==> src/rtl/lcdb_pkg.sv <==
package lcdb_pkg;

   typedef enum logic [1:0] {
      PH_IDLE   = 2'd0,
      PH_SETUP  = 2'd1,
      PH_STROBE = 2'd2,
      PH_HOLD   = 2'd3
   } phase_t;

   typedef enum logic [1:0] {
      ACC_NONE = 2'd0,
      ACC_CMD  = 2'd1,
      ACC_PIX  = 2'd2,
      ACC_CTRL = 2'd3
   } access_t;

   // word index (byte offset / 4) of each register
   localparam logic [1:0] IDX_CMD  = 2'd0;
   localparam logic [1:0] IDX_PIX  = 2'd1;
   localparam logic [1:0] IDX_CTRL = 2'd2;

endpackage

==> src/rtl/lcdb_decode.sv <==
module lcdb_decode
   import lcdb_pkg::*;
#(
   parameter int ADDR_W = 4
) (
   input  logic              wr,
   input  logic              idle,
   input  logic [ADDR_W-1:0] addr,
   output access_t           kind
);

   generate
      if (ADDR_W < 4) begin : g_bad_addr
         $error("lcdb_decode: ADDR_W must be at least 4");
      end
   endgenerate

   logic [1:0] word_idx;
   assign word_idx = addr[3:2];

   always_comb begin
      kind = ACC_NONE;
      if (wr && idle) begin
         unique case (word_idx)
            IDX_CMD:  kind = ACC_CMD;
            IDX_PIX:  kind = ACC_PIX;
            IDX_CTRL: kind = ACC_CTRL;
            default:  kind = ACC_NONE;
         endcase
      end
   end

endmodule

==> src/rtl/lcdb_sequencer.sv <==
module lcdb_sequencer
   import lcdb_pkg::*;
#(
   parameter int WR_LOW_CLKS = 3
) (
   input  logic clk,
   input  logic rst_n,
   input  logic start,
   output logic cs_n,
   output logic wr_n,
   output logic busy
);

   localparam int CNT_W = $clog2(WR_LOW_CLKS + 1) + 1;
   localparam logic [CNT_W-1:0] LOW_LAST = CNT_W'(WR_LOW_CLKS);

   generate
      if (WR_LOW_CLKS < 1) begin : g_bad_low
         $error("lcdb_sequencer: WR_LOW_CLKS must be at least 1");
      end
   endgenerate

   phase_t           phase;
   logic [CNT_W-1:0] low_cnt;

   always_ff @(posedge clk or negedge rst_n) begin
      if (!rst_n) begin
         phase   <= PH_IDLE;
         low_cnt <= '0;
         cs_n    <= 1'b1;
         wr_n    <= 1'b1;
      end else begin
         unique case (phase)
            PH_IDLE: if (start) begin
               phase <= PH_SETUP;
               cs_n  <= 1'b0;
            end
            PH_SETUP: begin
               phase   <= PH_STROBE;
               wr_n    <= 1'b0;
               low_cnt <= CNT_W'(1);
            end
            PH_STROBE: begin
               if (low_cnt == LOW_LAST) begin
                  phase <= PH_HOLD;
                  wr_n  <= 1'b1;
               end else begin
                  low_cnt <= low_cnt + 1'b1;
               end
            end
            PH_HOLD: begin
               phase <= PH_IDLE;
               cs_n  <= 1'b1;
            end
            default: phase <= PH_IDLE;
         endcase
      end
   end

   assign busy = (phase != PH_IDLE);

   // independent width monitor for the strobe
   logic [CNT_W-1:0] low_run;
   always_ff @(posedge clk or negedge rst_n) begin
      if (!rst_n)     low_run <= '0;
      else if (!wr_n) low_run <= low_run + 1'b1;
      else            low_run <= '0;
   end

   assert_strobe_width_R4: assert property (@(posedge clk) disable iff (!rst_n)
      $rose(wr_n) |-> (low_run == LOW_LAST));
   assert_strobe_inside_select_R4: assert property (@(posedge clk) disable iff (!rst_n)
      !wr_n |-> !cs_n);
   assert_setup_before_strobe_R4: assert property (@(posedge clk) disable iff (!rst_n)
      $fell(cs_n) |-> wr_n);
   assert_hold_after_strobe_R4: assert property (@(posedge clk) disable iff (!rst_n)
      $rose(wr_n) |-> !cs_n);

endmodule

==> src/rtl/lcdb_payload.sv <==
module lcdb_payload #(
   parameter int HOST_W = 32,
   parameter int DATA_W = 16,
   parameter int CMD_W  = 8
) (
   input  logic              clk,
   input  logic              rst_n,
   input  logic              load,
   input  logic              is_pix,
   input  logic [HOST_W-1:0] wdata,
   output logic [DATA_W-1:0] bus_d,
   output logic              bus_dc
);

   generate
      if (HOST_W < DATA_W) begin : g_bad_host
         $error("lcdb_payload: HOST_W must cover DATA_W");
      end
      if (CMD_W > DATA_W || CMD_W < 1) begin : g_bad_cmd
         $error("lcdb_payload: CMD_W must be 1..DATA_W");
      end
   endgenerate

   logic [DATA_W-1:0] cmd_word;
   logic [DATA_W-1:0] pix_word;

   assign pix_word = wdata[DATA_W-1:0];

   generate
      if (CMD_W < DATA_W) begin : g_cmd_pad
         assign cmd_word = {{(DATA_W-CMD_W){1'b0}}, wdata[CMD_W-1:0]};
      end else begin : g_cmd_full
         assign cmd_word = wdata[DATA_W-1:0];
      end
   endgenerate

   always_ff @(posedge clk or negedge rst_n) begin
      if (!rst_n) begin
         bus_d  <= '0;
         bus_dc <= 1'b0;
      end else if (load) begin
         bus_d  <= is_pix ? pix_word : cmd_word;
         bus_dc <= is_pix;
      end
   end

endmodule

==> src/rtl/lcd_write_bridge.sv <==
module lcd_write_bridge
   import lcdb_pkg::*;
#(
   parameter int ADDR_W      = 4,
   parameter int HOST_W      = 32,
   parameter int DATA_W      = 16,
   parameter int CMD_W       = 8,
   parameter int WR_LOW_CLKS = 3
) (
   input  logic              clk,
   input  logic              rst_n,
   input  logic              bus_wr,
   input  logic [ADDR_W-1:0] bus_addr,
   input  logic [HOST_W-1:0] bus_wdata,
   output logic              bus_wait,
   output logic              lcd_cs_n,
   output logic              lcd_dc,
   output logic              lcd_wr_n,
   output logic              lcd_rd_n,
   output logic              lcd_on,
   output logic [DATA_W-1:0] lcd_d
);

   access_t kind;
   logic    busy;
   logic    start;

   lcdb_decode #(.ADDR_W(ADDR_W)) u_decode (
      .wr   (bus_wr),
      .idle (!busy),
      .addr (bus_addr),
      .kind (kind)
   );

   assign start = (kind == ACC_CMD) || (kind == ACC_PIX);

   lcdb_sequencer #(.WR_LOW_CLKS(WR_LOW_CLKS)) u_seq (
      .clk   (clk),
      .rst_n (rst_n),
      .start (start),
      .cs_n  (lcd_cs_n),
      .wr_n  (lcd_wr_n),
      .busy  (busy)
   );

   lcdb_payload #(.HOST_W(HOST_W), .DATA_W(DATA_W), .CMD_W(CMD_W)) u_payload (
      .clk    (clk),
      .rst_n  (rst_n),
      .load   (start),
      .is_pix (kind == ACC_PIX),
      .wdata  (bus_wdata),
      .bus_d  (lcd_d),
      .bus_dc (lcd_dc)
   );

   always_ff @(posedge clk or negedge rst_n) begin
      if (!rst_n)                lcd_on <= 1'b0;
      else if (kind == ACC_CTRL) lcd_on <= bus_wdata[0];
   end

   assign bus_wait = busy;
   assign lcd_rd_n = 1'b1;

   assert_stable_payload_R5: assert property (@(posedge clk) disable iff (!rst_n)
      (!lcd_cs_n && $past(!lcd_cs_n)) |-> ($stable(lcd_d) && $stable(lcd_dc)));
   assert_wait_tracks_select_R6: assert property (@(posedge clk) disable iff (!rst_n)
      bus_wait == !lcd_cs_n);
   assert_busy_drop_enable_R7: assert property (@(posedge clk) disable iff (!rst_n)
      (bus_wait && bus_wr) |=> $stable(lcd_on));
   assert_busy_drop_payload_R7: assert property (@(posedge clk) disable iff (!rst_n)
      (bus_wait && bus_wr) |=> ($stable(lcd_d) && $stable(lcd_dc)));
   assert_ctrl_no_cycle_R8: assert property (@(posedge clk) disable iff (!rst_n)
      (!bus_wait && bus_wr && bus_addr[3:2] == IDX_CTRL) |=> lcd_cs_n);

endmodule

==> config.mk <==
export PLATFORM = sky130hd
export DESIGN_NAME = lcd_write_bridge
export DESIGN_NICKNAME = d
export VERILOG_FILES = /design/src/rtl/lcdb_pkg.sv /design/src/rtl/lcdb_decode.sv /design/src/rtl/lcdb_sequencer.sv /design/src/rtl/lcdb_payload.sv /design/src/rtl/lcd_write_bridge.sv
export SDC_FILE = /design/constraint.sdc
export NUM_CORES = 1
export LEC_CHECK = 0
export ABC_AREA = 1
export ABC_CLOCK_PERIOD_IN_PS = 2570
export BUFFER_PORTS_ARGS = -buffer_cell sky130_fd_sc_hd__buf_2
export CORE_ASPECT_RATIO = 0.75
export CORE_MARGIN = 2
export CORE_UTILIZATION = 45
export DETAILED_ROUTE_END_ITERATION = 10
export HOLD_SLACK_MARGIN = 0.12
export PLACE_DENSITY = 0.79
export SLEW_MARGIN = 5
export SYNTH_ARGS = -nofsm -noshare
export SYNTH_HDL_FRONTEND = slang
export SYNTH_SLANG_ARGS = --single-unit
export TNS_END_PERCENT = 30
==> constraint.sdc <==
create_clock -name clk -period 2.57 [get_ports clk]
set_clock_uncertainty 0.2 [all_clocks]
set_input_delay 0.6425 -clock clk [delete_from_list [all_inputs] [get_ports clk]]
set_output_delay 0.6425 -clock clk [all_outputs]
set_load 0.02 [all_outputs]
==> impl_metrics.toml <==
[run_status]
status = "finished, final reports clean"

[sta]
setup_viol = 0
min_period_ps = 2232
layout_worst_path_cycle_share = 0.8686
max-slew-margin-rel = 0.6427
hold_viol_final = 0
tns_ps = 0
tightest_slew_ps = 536.0
max_clock_freq_mhz = 448.0
rsz0062_at_grt = "no"
drv_slew = 0
fin_hold_ws_ps = 281.1

[worst_setup_path]
cpMaxStageDelayCell = "dfrtp_1"
worstSetupPathType = "flop to flop"
slowest_delay_ps = 440
regToRegSetupSlack_ps = 340
cp_max_fo = 19
end_kind = "flop"
path_delay_family = "adder cells"
crit_arrival_ps = 2260
start_kind = "flop"
cpMostUsedCell = "nand2_1"
crit_buf_inv = 2
required_ps = 2600
crit_path_cell_trace = "inv_1, ha_1, nand2_1, nor2_1, ha_1, inv_8, nand2_4, nand2_2, nand2_1, nand2_1"

[pwr]
p_leak_uw = 0.0009099
p_per_area_nw_per_um2 = 1103
peakVddDrop_mv = 0.4082

[placement]
io_buffers = 41
gp_congestion = 0.7750
dpl_cell_area_um2 = 1435
hpwl_um = 1932

[clocking]
clkLatencyLatePin_ps = 320
cts_max_level = 1
clock_path_buffers = 2
cts_sinks = 25
cts_resized = 0
clk_pin_slew_ps = 130
cts-root-buf = "clkbuf_4"
cts_buffers = 3
cts_tree = "built"

[floorplan]
row_count = 16
fp.dieW_um = 64.22
ioPinCount = 61
core-area_um2 = 2603
fp.dieArea_um2 = 3157
start_util = 0.4702
die_h_um = 49.16

[detailed_routing]
dr.pass1.iters = 4
avgViaCountPerCell = 4.735
num_vias = 1037
drtIter0Drc = 32
drt-total-wl_um = 2460
post_drt_wl_per_cell_um = 11.23
drcViolationCount = 0
antenna_left = 0

[finish]
syn_to_final_growth_pct = 20.35
mostFrequentLayoutCell = "nand2_1"
fillers = 244
final_cell_mix = "nand2_1 (63), buf_2 (41), dfrtp_1 (23), inv_1 (15), nand3_1 (12)"
final_util = 0.5659
multiInputGateArea_um2 = 481.7
drive_gt1_frac = 0.2787
antenna_cells = 0
design_area_um2 = 1473
layout.nets = 234
regArea_um2 = 628.1

[synthesis]
netlist_instances = 141
syn_nets = 191
synth-seq-cells = 25
synth_cell_types = 15
ys_seq_area_frac = 0.5133
ys_warn_count = 0
avgSynthCellArea_um2 = 8.679
netlist_area_um2 = 1224

[global_routing]
grt_first_pass_wirelength_um = 4443
grt_max_degree = 26
antenna_found_initial = 0
first_global_vias = 983
globalRoute.totalOverflow = 0
track_usage = 0.1802

[flow_run]
drv_cap = 0

[min_path]
hold_class = "flop to flop"
-- layer usage --
metal	vias up	routed length (µm)	GRT usage
li1	512	-	-
met1	495	1057	0.2311
met2	25	1272	0.3142
met3	5	90	0.02309
met4	0	41	0.06383
met5	-	0	0
-- worst reg2reg max path: stages, from the launching register on --
cell and delay [ps]:
dfrtp_1 440, inv_1 130, ha_1 260, nand2_1 100, nor2_1 170, ha_1 420
inv_8 120, nand2_4 110, nand2_2 60, nand2_1 70, nand2_1 50
-- cells by family (layout without fill, tap and decap cells) --
logic type / Yosys count / after routing / share of synthesized area
fa+ha+maj: 11 / 11 / 0.1125
buf+inv: 21 / 63 / 0.09304
other cells: 1 / 1 / 0.003065
flops: 25 / 25 / 0.5133
compound gates: 3 / 3 / 0.01227
simple gates: 80 / 80 / 0.2659
-- what timing repair did --
item	in CTS	in global routing
hold buffers	1	0
buffers inserted	0	0
endpoints found under the hold margin	23	0
-- path summary, 6_finish.rpt --
| check | startpoint | end | cells after the start |
|---|---|---|---|
| setup / recovery | u_seq.phase[0] | u_seq.phase[1] | 10 |
| hold / removal | u_payload.bus_d[4] | u_payload.bus_d[4] | 2 |
| setup reg to reg | u_seq.phase[0] | u_seq.phase[1] | 10 |
| hold reg to reg | u_payload.bus_d[4] | u_payload.bus_d[4] | 2 |
| max in group asynchronous | rst_n | u_seq.wr_n | 2 |
| min in group asynchronous | rst_n | u_payload.bus_d[13] | 2 |
-- metrics by stage --
step	power [µW]	worst slack [ps]	instances
2_1_floorplan	1224	526.5	141
3_3_place_gp	1406	204.2	214
3_5_place_dp	1463	163.5	214
4_1_cts	1636	344.7	219
5_1_grt	1761	163.8	219
6_report	1625	337.8	219
-- synth_stat cells --
library cell  number  area, µm²
nand2_2            1      6.260
ha_1              11      137.6
nand2_4            1      11.26
dfstp_2            2      52.55
dfrtp_1           23      575.6
buf_2              1      5.000
buf_4              1      7.510
inv_1             15      56.30
nand3_1           12      60.06
nor2_1             3      11.26
o21ai_0            3      15.01
conb_1             1      3.750
nand2_1           63      236.5
inv_8              1      11.26
buf_6              3      33.78
-- sequential cells by signal (all words and copies together) (netlist names) --
| signal | count |
|---|---|
| u_seq.cs_n | 1 |
| u_seq.wr_n | 1 |
| u_payload.bus_d | 16 |
| u_seq.phase | 2 |
| lcd_on | 1 |
| u_payload.bus_dc | 1 |
| u_seq.low_cnt | 3 |
-- cell type report --
class                           instances  share of cell area
Sequential cell                        25              0.4265
Multi-Input combinational cell         95              0.3271
Timing Repair Buffer                   43              0.1512
Inverter                               16             0.04588
Tap cell                               36             0.03059
Clock buffer                            3             0.01529
Clock inverter                          1            0.003398
-- where the power goes --
group          switching, µW  total (µW)  internal [µW]
clock                    116         174           58.3
combinational            535         803            268
sequential              91.3         648            557
total                    742        1620            883
Note: power is estimated with default switching activity, not from simulation.
